<file path="config.mk">
export PLATFORM = sky130hd
export DESIGN_NAME = cart_bank_regs
export DESIGN_NICKNAME = d
export VERILOG_FILES = /design/src/rtl/cart_map_pkg.sv /design/src/rtl/cart_wr_decode.sv /design/src/rtl/cart_bank_file.sv /design/src/rtl/cart_addr_xlat.sv /design/src/rtl/cart_bank_regs.sv
export SDC_FILE = /design/constraint.sdc
export NUM_CORES = 1
export LEC_CHECK = 0
export ABC_CLOCK_PERIOD_IN_PS = 4200
export BUFFER_PORTS_ARGS = -buffer_cell sky130_fd_sc_hd__buf_2
export CAP_MARGIN = 15
export CORE_MARGIN = 2
export CORE_UTILIZATION = 50
export DETAILED_ROUTE_END_ITERATION = 6
export PLACE_DENSITY = 0.72
export SETUP_SLACK_MARGIN = 0.1
export SYNTH_ARGS = -nofsm -noshare
export SYNTH_HDL_FRONTEND = slang
export SYNTH_SLANG_ARGS = --single-unit
</file>
<file path="constraint.sdc">
create_clock -name clk -period 4.2 [get_ports clk]
set_input_delay 0.42 -clock clk [delete_from_list [all_inputs] [get_ports clk]]
set_output_delay 0.42 -clock clk [all_outputs]
set_load 0.005 [all_outputs]
</file>
<file path="src/rtl/cart_map_pkg.sv">
package cart_map_pkg;
  typedef enum logic [1:0] {
    MIR_VERT   = 2'd0,
    MIR_HORZ   = 2'd1,
    MIR_ONE_LO = 2'd2,
    MIR_ONE_HI = 2'd3
  } mirror_e;

  localparam int BANK_W    = 8;
  localparam int PRG_SLOTS = 4;
  localparam int CHR_SLOTS = 8;
  localparam int PRG_OFF_W = 13;
  localparam int CHR_OFF_W = 10;

  localparam logic [15:0] ADR_MIR_SINGLE = 16'h42FE;
  localparam logic [15:0] ADR_MIR_AXIS   = 16'h42FF;
  localparam logic [15:0] ADR_PRG_FIRST  = 16'h4504;
  localparam logic [15:0] ADR_CHR_FIRST  = 16'h4510;
endpackage

</file>
<file path="src/rtl/cart_wr_decode.sv">
module cart_wr_decode
  import cart_map_pkg::*;
(
  input  logic                 clk,
  input  logic                 rst_n,
  input  logic [15:0]          addr,
  input  logic                 we,
  output logic                 mir_single_we,
  output logic                 mir_axis_we,
  output logic [PRG_SLOTS-1:0] prg_we,
  output logic [CHR_SLOTS-1:0] chr_we
);
  localparam int PRG_IDX_W = $clog2(PRG_SLOTS);
  localparam int CHR_IDX_W = $clog2(CHR_SLOTS);

  logic prg_block, chr_block;

  assign mir_single_we = we && (addr == ADR_MIR_SINGLE);
  assign mir_axis_we   = we && (addr == ADR_MIR_AXIS);
  assign prg_block     = (addr[15:PRG_IDX_W] == ADR_PRG_FIRST[15:PRG_IDX_W]);
  assign chr_block     = (addr[15:CHR_IDX_W] == ADR_CHR_FIRST[15:CHR_IDX_W]);

  for (genvar j = 0; j < PRG_SLOTS; j++) begin : g_prg_sel
    assign prg_we[j] = we && prg_block && (addr[PRG_IDX_W-1:0] == PRG_IDX_W'(j));
  end
  for (genvar k = 0; k < CHR_SLOTS; k++) begin : g_chr_sel
    assign chr_we[k] = we && chr_block && (addr[CHR_IDX_W-1:0] == CHR_IDX_W'(k));
  end

  // one write reaches at most one register
  p_single_target_r10: assert property (@(posedge clk) disable iff (!rst_n)
    $onehot0({mir_single_we, mir_axis_we, prg_we, chr_we}));

  // a low strobe enables nothing
  p_idle_quiet_r10: assert property (@(posedge clk) disable iff (!rst_n)
    !we |-> ({mir_single_we, mir_axis_we, prg_we, chr_we} == '0));
endmodule

</file>
<file path="src/rtl/cart_bank_file.sv">
module cart_bank_file #(
  parameter int                     SLOTS = 4,
  parameter int                     W     = 8,
  parameter logic [SLOTS*W-1:0]     INIT  = '0
) (
  input  logic               clk,
  input  logic               rst_n,
  input  logic [SLOTS-1:0]   we,
  input  logic [W-1:0]       wdata,
  output logic [SLOTS*W-1:0] banks
);
  for (genvar i = 0; i < SLOTS; i++) begin : g_slot
    always_ff @(posedge clk) begin
      if (!rst_n)     banks[i*W +: W] <= INIT[i*W +: W];
      else if (we[i]) banks[i*W +: W] <= wdata;
    end

    // a selected slot takes the whole byte
    p_load_slot_r6: assert property (@(posedge clk) disable iff (!rst_n)
      we[i] |=> banks[i*W +: W] == $past(wdata));
  end

  // no enable, no change
  p_hold_idle_r10: assert property (@(posedge clk) disable iff (!rst_n)
    (we == '0) |=> $stable(banks));
endmodule

</file>
<file path="src/rtl/cart_addr_xlat.sv">
module cart_addr_xlat #(
  parameter int SLOTS = 4,
  parameter int W     = 8,
  parameter int OFF_W = 13,
  localparam int IDX_W = $clog2(SLOTS)
) (
  input  logic [SLOTS*W-1:0] banks,
  input  logic [IDX_W-1:0]   slot,
  input  logic [OFF_W-1:0]   offset,
  output logic [W+OFF_W-1:0] rom_addr
);
  logic [W-1:0] picked;

  always_comb begin
    picked = '0;
    for (int i = 0; i < SLOTS; i++) begin
      if (slot == IDX_W'(i)) picked = banks[i*W +: W];
    end
  end

  assign rom_addr = {picked, offset};
endmodule

</file>
<file path="src/rtl/cart_bank_regs.sv">
module cart_bank_regs
  import cart_map_pkg::*;
#(
  parameter int PRG_BANKS  = 32,
  localparam int PRG_ADDR_W = BANK_W + PRG_OFF_W,
  localparam int CHR_ADDR_W = BANK_W + CHR_OFF_W
) (
  input  logic                  clk,
  input  logic                  rst_n,
  input  logic [15:0]           cpu_addr,
  input  logic [7:0]            cpu_wdata,
  input  logic                  cpu_we,
  input  logic [13:0]           ppu_addr,
  output logic [PRG_ADDR_W-1:0] prg_addr,
  output logic                  prg_hit,
  output logic [CHR_ADDR_W-1:0] chr_addr,
  output logic                  chr_hit,
  output logic [1:0]            mirror_mode
);
  localparam logic [PRG_SLOTS*BANK_W-1:0] PRG_INIT =
    {BANK_W'(PRG_BANKS-1), BANK_W'(PRG_BANKS-2), BANK_W'(1), BANK_W'(0)};

  function automatic logic [CHR_SLOTS*BANK_W-1:0] chr_identity();
    logic [CHR_SLOTS*BANK_W-1:0] r;
    for (int k = 0; k < CHR_SLOTS; k++) r[k*BANK_W +: BANK_W] = BANK_W'(k);
    return r;
  endfunction
  localparam logic [CHR_SLOTS*BANK_W-1:0] CHR_INIT = chr_identity();

  logic                        mir_single_we, mir_axis_we;
  logic [PRG_SLOTS-1:0]        prg_we;
  logic [CHR_SLOTS-1:0]        chr_we;
  logic [PRG_SLOTS*BANK_W-1:0] prg_banks;
  logic [CHR_SLOTS*BANK_W-1:0] chr_banks;
  mirror_e                     mirror_q;

  cart_wr_decode u_dec (
    .clk(clk), .rst_n(rst_n), .addr(cpu_addr), .we(cpu_we),
    .mir_single_we(mir_single_we), .mir_axis_we(mir_axis_we),
    .prg_we(prg_we), .chr_we(chr_we)
  );

  cart_bank_file #(.SLOTS(PRG_SLOTS), .W(BANK_W), .INIT(PRG_INIT)) u_prg_file (
    .clk(clk), .rst_n(rst_n), .we(prg_we), .wdata(cpu_wdata), .banks(prg_banks)
  );

  cart_bank_file #(.SLOTS(CHR_SLOTS), .W(BANK_W), .INIT(CHR_INIT)) u_chr_file (
    .clk(clk), .rst_n(rst_n), .we(chr_we), .wdata(cpu_wdata), .banks(chr_banks)
  );

  always_ff @(posedge clk) begin
    if (!rst_n)             mirror_q <= MIR_VERT;
    else if (mir_single_we) mirror_q <= cpu_wdata[4] ? MIR_ONE_HI : MIR_ONE_LO;
    else if (mir_axis_we)   mirror_q <= cpu_wdata[4] ? MIR_HORZ : MIR_VERT;
  end
  assign mirror_mode = mirror_q;

  cart_addr_xlat #(.SLOTS(PRG_SLOTS), .W(BANK_W), .OFF_W(PRG_OFF_W)) u_prg_xlat (
    .banks(prg_banks), .slot(cpu_addr[14:13]), .offset(cpu_addr[12:0]), .rom_addr(prg_addr)
  );
  assign prg_hit = cpu_addr[15];

  cart_addr_xlat #(.SLOTS(CHR_SLOTS), .W(BANK_W), .OFF_W(CHR_OFF_W)) u_chr_xlat (
    .banks(chr_banks), .slot(ppu_addr[12:10]), .offset(ppu_addr[9:0]), .rom_addr(chr_addr)
  );
  assign chr_hit = ~ppu_addr[13];

  // single-screen register picks low/high from bit 4
  p_mir_single_r4: assert property (@(posedge clk) disable iff (!rst_n)
    (cpu_we && cpu_addr == 16'h42FE) |=>
      mirror_mode == ($past(cpu_wdata[4]) ? 2'd3 : 2'd2));

  // axis register picks horizontal/vertical from bit 4
  p_mir_axis_r5: assert property (@(posedge clk) disable iff (!rst_n)
    (cpu_we && cpu_addr == 16'h42FF) |=>
      mirror_mode == ($past(cpu_wdata[4]) ? 2'd1 : 2'd0));

  // mirroring holds without a write
  p_mir_hold_r10: assert property (@(posedge clk) disable iff (!rst_n)
    !cpu_we |=> $stable(mirror_mode));

  // in-window offset passes through untouched
  p_prg_offset_r8: assert property (@(posedge clk) disable iff (!rst_n)
    prg_hit |-> prg_addr[PRG_OFF_W-1:0] == cpu_addr[12:0]);

  // pattern offset passes through untouched
  p_chr_offset_r9: assert property (@(posedge clk) disable iff (!rst_n)
    chr_hit |-> chr_addr[CHR_OFF_W-1:0] == ppu_addr[9:0]);
endmodule

</file>
==> flow_summary.yaml <==
clock_tree:
  cts_root_buf: "clkbuf_8"
  post_cts_resized: 0
  cts_setup_buffers: 0
  cts_tree: "built"
  clock_latency_ns: 0.36
  clockBufferDepth: 2
  cts_hold_buf: 0
  path_clk_slew_ns: 0.10
  cts_made_buffers: 9
  htreeDepth: 3
  clock-sinks: 98
routing:
  routed_wl_um: 9680
  ant_nets: 0
  drt_drc_violations_left: 0
  drtIter0Drc: 113
  vias_per_cell: 5.54
  vias: 3163
  routedWlPerCell_um: 17.0
  first_pass_iters: 4
power_and_ir_drop:
  internal-power_w: 0.00122
  ir_drop_uv: 183
  pwr-share-clk_pct: 36.3
  p_leak_nw: 2.20
  swShare_pct: 25.6
  p_per_area_mw_per_mm2: 327
  p_comb_share_pct: 6.9
  power_frac_seq_pct: 56.8
  p_sw_w: 0.000418
critical_path:
  worst_ep_required_time_ns: 4.49
  cp-end-kind: "flop"
  cp_max_fo: 8
  r2r_start: "u_chr_file.banks[49]"
  worstSetupPathType: "input pin to flop"
  crit_arrival_ns: 2.81
  worstSetupStartpointType: "input pin"
  crit_start: "cpu_addr[7]"
global_route:
  grt_start_max_net_pins: 60
  antenna_found_initial: 0
  grt_pass1_vias: 3009
  grt.overflow.total: 0
  grt_pass1_wl_um: 15700
  grt_usage_pct: 20.2
final_layout:
  syn_to_final_growth_pct: 7.51
  layout.core_utilization_pct: 54.6
  antenna_cells: 0
  finish.net_count: 496
  drive_above_1_share_pct: 26.5
timing:
  tns_ns: 0
  rsz0062_at_grt: "false"
  maxSlewHeadroom_pct: 35.3
  min_period_ns: 2.52
  fmax_mhz: 396
  final_hold_viol_count: 0
  clock_skew_ns: 0
  setup_violations: 0
  tightest_slew_ns: 0.968
  maxSlewViolCount: 0
  finalCritPeriodShare_pct: 60.1
logic_synthesis:
  avgSynthCellArea_sq_um: 10.7
  syn_inst: 433
  synthesis.area_sq_mm: 0.00465
  syn_nets: 474
  ys_seq_area_share_pct: 42.2
  ys_types: 28
  synth_top_area_share_pct: 42.2
  synth_area_leaders: "dfxtp_1 (42%), mux2i_1 (20%), mux4_2 (12%)"
  yosys_register_bits: 98
  yosys_warnings: 0
  yosysTopAreaCell: "dfxtp_1"
floorplan:
  die_h_um: 100
  start_util_pct: 50.8
  rows: 35
  die_w_um: 100
  dieArea_sq_mm: 0.0101
  core_region_area_sq_mm: 0.00915
  pin_count: 84
place:
  hpwlAfterDp_um: 6830
  gp_congestion: 0.794
  numPortBuffers: 63
run_status:
  status: "complete, no violations"
job:
  maxCapViolations: 0
worst_hold_path:
  min-delay-path-class: "input pin to flop"
  hp-start: "cpu_wdata[3]"
## synthesized netlist by cell type
cell      number
dfxtp_1       98
mux2i_1       93
nand2_1       88
nor2b_1       27
buf_4         26
mux4_2        24
clkbuf_1      22
a21oi_1       10
mux2_2         8
nand2b_1       7
and2_1         3
nand2_2        3
nand4b_1       3
buf_1          2
buf_2          2
buf_6          2
nand3_1        2
nor4_4         2
or4_4          2
and4b_1        1
inv_1          1
nand3_4        1
nand4_1        1
nor2_1         1
nor2_4         1
or3_1          1
or4_1          1
or4bb_1        1
## worst paths after layout
kind | endpoint | slack (ns) | cells past startpoint
worst max-delay path | u_chr_file.banks[9] | 1.68 | 5
worst min-delay path | u_prg_file.banks[19] | 0.34 | 3
worst max register to register | u_chr_file.banks[49] | 3.41 | 3
worst min register to register | u_chr_file.banks[48] | 0.46 | 2
## critical path, stage by stage
cell and delay [ns]:
buf_2 0.11, or4bb_1 0.62, or4_4 0.62, nor2b_1 0.77, mux2i_1 0.27
## sequential cells by signal, indices dropped and copies added (netlist names)
| signal | count |
|---|---|
| u_prg_file.banks | 32 |
| mirror_mode | 2 |
| u_chr_file.banks | 64 |
## logic make-up (layout without fill, tap and decap cells)
logic type | after synthesis | count (layout) | synth area share (%)
AND/OR/NAND/NOR | 145 | 145 | 16.2
multiplexers | 125 | 125 | 33.6
AO/OA/AOI/OAI | 10 | 10 | 1.08
buffers and inverters | 55 | 82 | 6.91
flip-flops | 98 | 98 | 42.2
## area by class of cell
type                    count  area (sq um)
fillers                   802          4150
multi-input cells         280          2370
flip-flops and latches     98          1960
repair buffers             65           330
well taps                 111           139
clock buffers              10           138
clock inverters             6          60.1
inverters                   1          3.75
## metrics by stage
stage | setup slack (ns) | power (W) | instance area, sq um | hold slack, ns | std cells
after global placement | 1.36 | 0.00106 | 4800 | 0.438 | 555
after floorplan | 1.85 | 0.00104 | 4650 | 0.432 | 433
final | 1.68 | 0.00163 | 5000 | 0.341 | 571
after global routing | 1.60 | 0.00169 | 5000 | 0.356 | 571
after CTS | 1.68 | 0.00165 | 5000 | 0.332 | 571
after detailed placement | 1.30 | 0.00106 | 4800 | 0.448 | 555
## metal layers
| metal | GRT usage [%] | part of all wire [%] | vias to the layer above |
|---|---|---|---|
| met5 | 0 | 0 | - |
| met4 | 5.48 | 1.0 | 0 |
| met3 | 3.76 | 3.5 | 9 |
| met2 | 33.1 | 50 | 63 |
| met1 | 27.5 | 46 | 1572 |
| li1 | - | - | 1519 |
## placed cells by master, fill, tap and decap left out
cell type  synthesis  final
a21oi_1           10     10
and2_1             3      3
and4b_1            1      1
buf_2              2     63
buf_4             26      2
clkbuf_8           0     10
clkinv_4           0      3
clkinv_8           0      1
dfxtp_1           98     98
inv_1              1      1
inv_6              0      2
mux2_2             8      8
mux2i_1           93     93
mux4_2            24     24
nand2_1           88     88
nand2_2            3      3
nand2b_1           7      7
nand3_1            2      2
nand3_4            1      1
nand4_1            1      1
nand4b_1           3      3
nor2_1             1      1
nor2_4             1      1
nor2b_1           27     27
nor4_4             2      2
or3_1              1      1
or4_1              1      1
or4_4              2      2
or4bb_1            1      1
## power by group through the flow
stage          registers (W)  clock network [W]  logic [W]
2_1_floorplan       0.000950                  0  0.0000857
3_3_place_gp        0.000950                  0   0.000112
3_5_place_dp        0.000950                  0   0.000113
4_1_cts             0.000929           0.000609   0.000113
5_1_grt             0.000929           0.000638   0.000123
6_report            0.000928           0.000594   0.000112
Power figures use the tool's default switching activity.
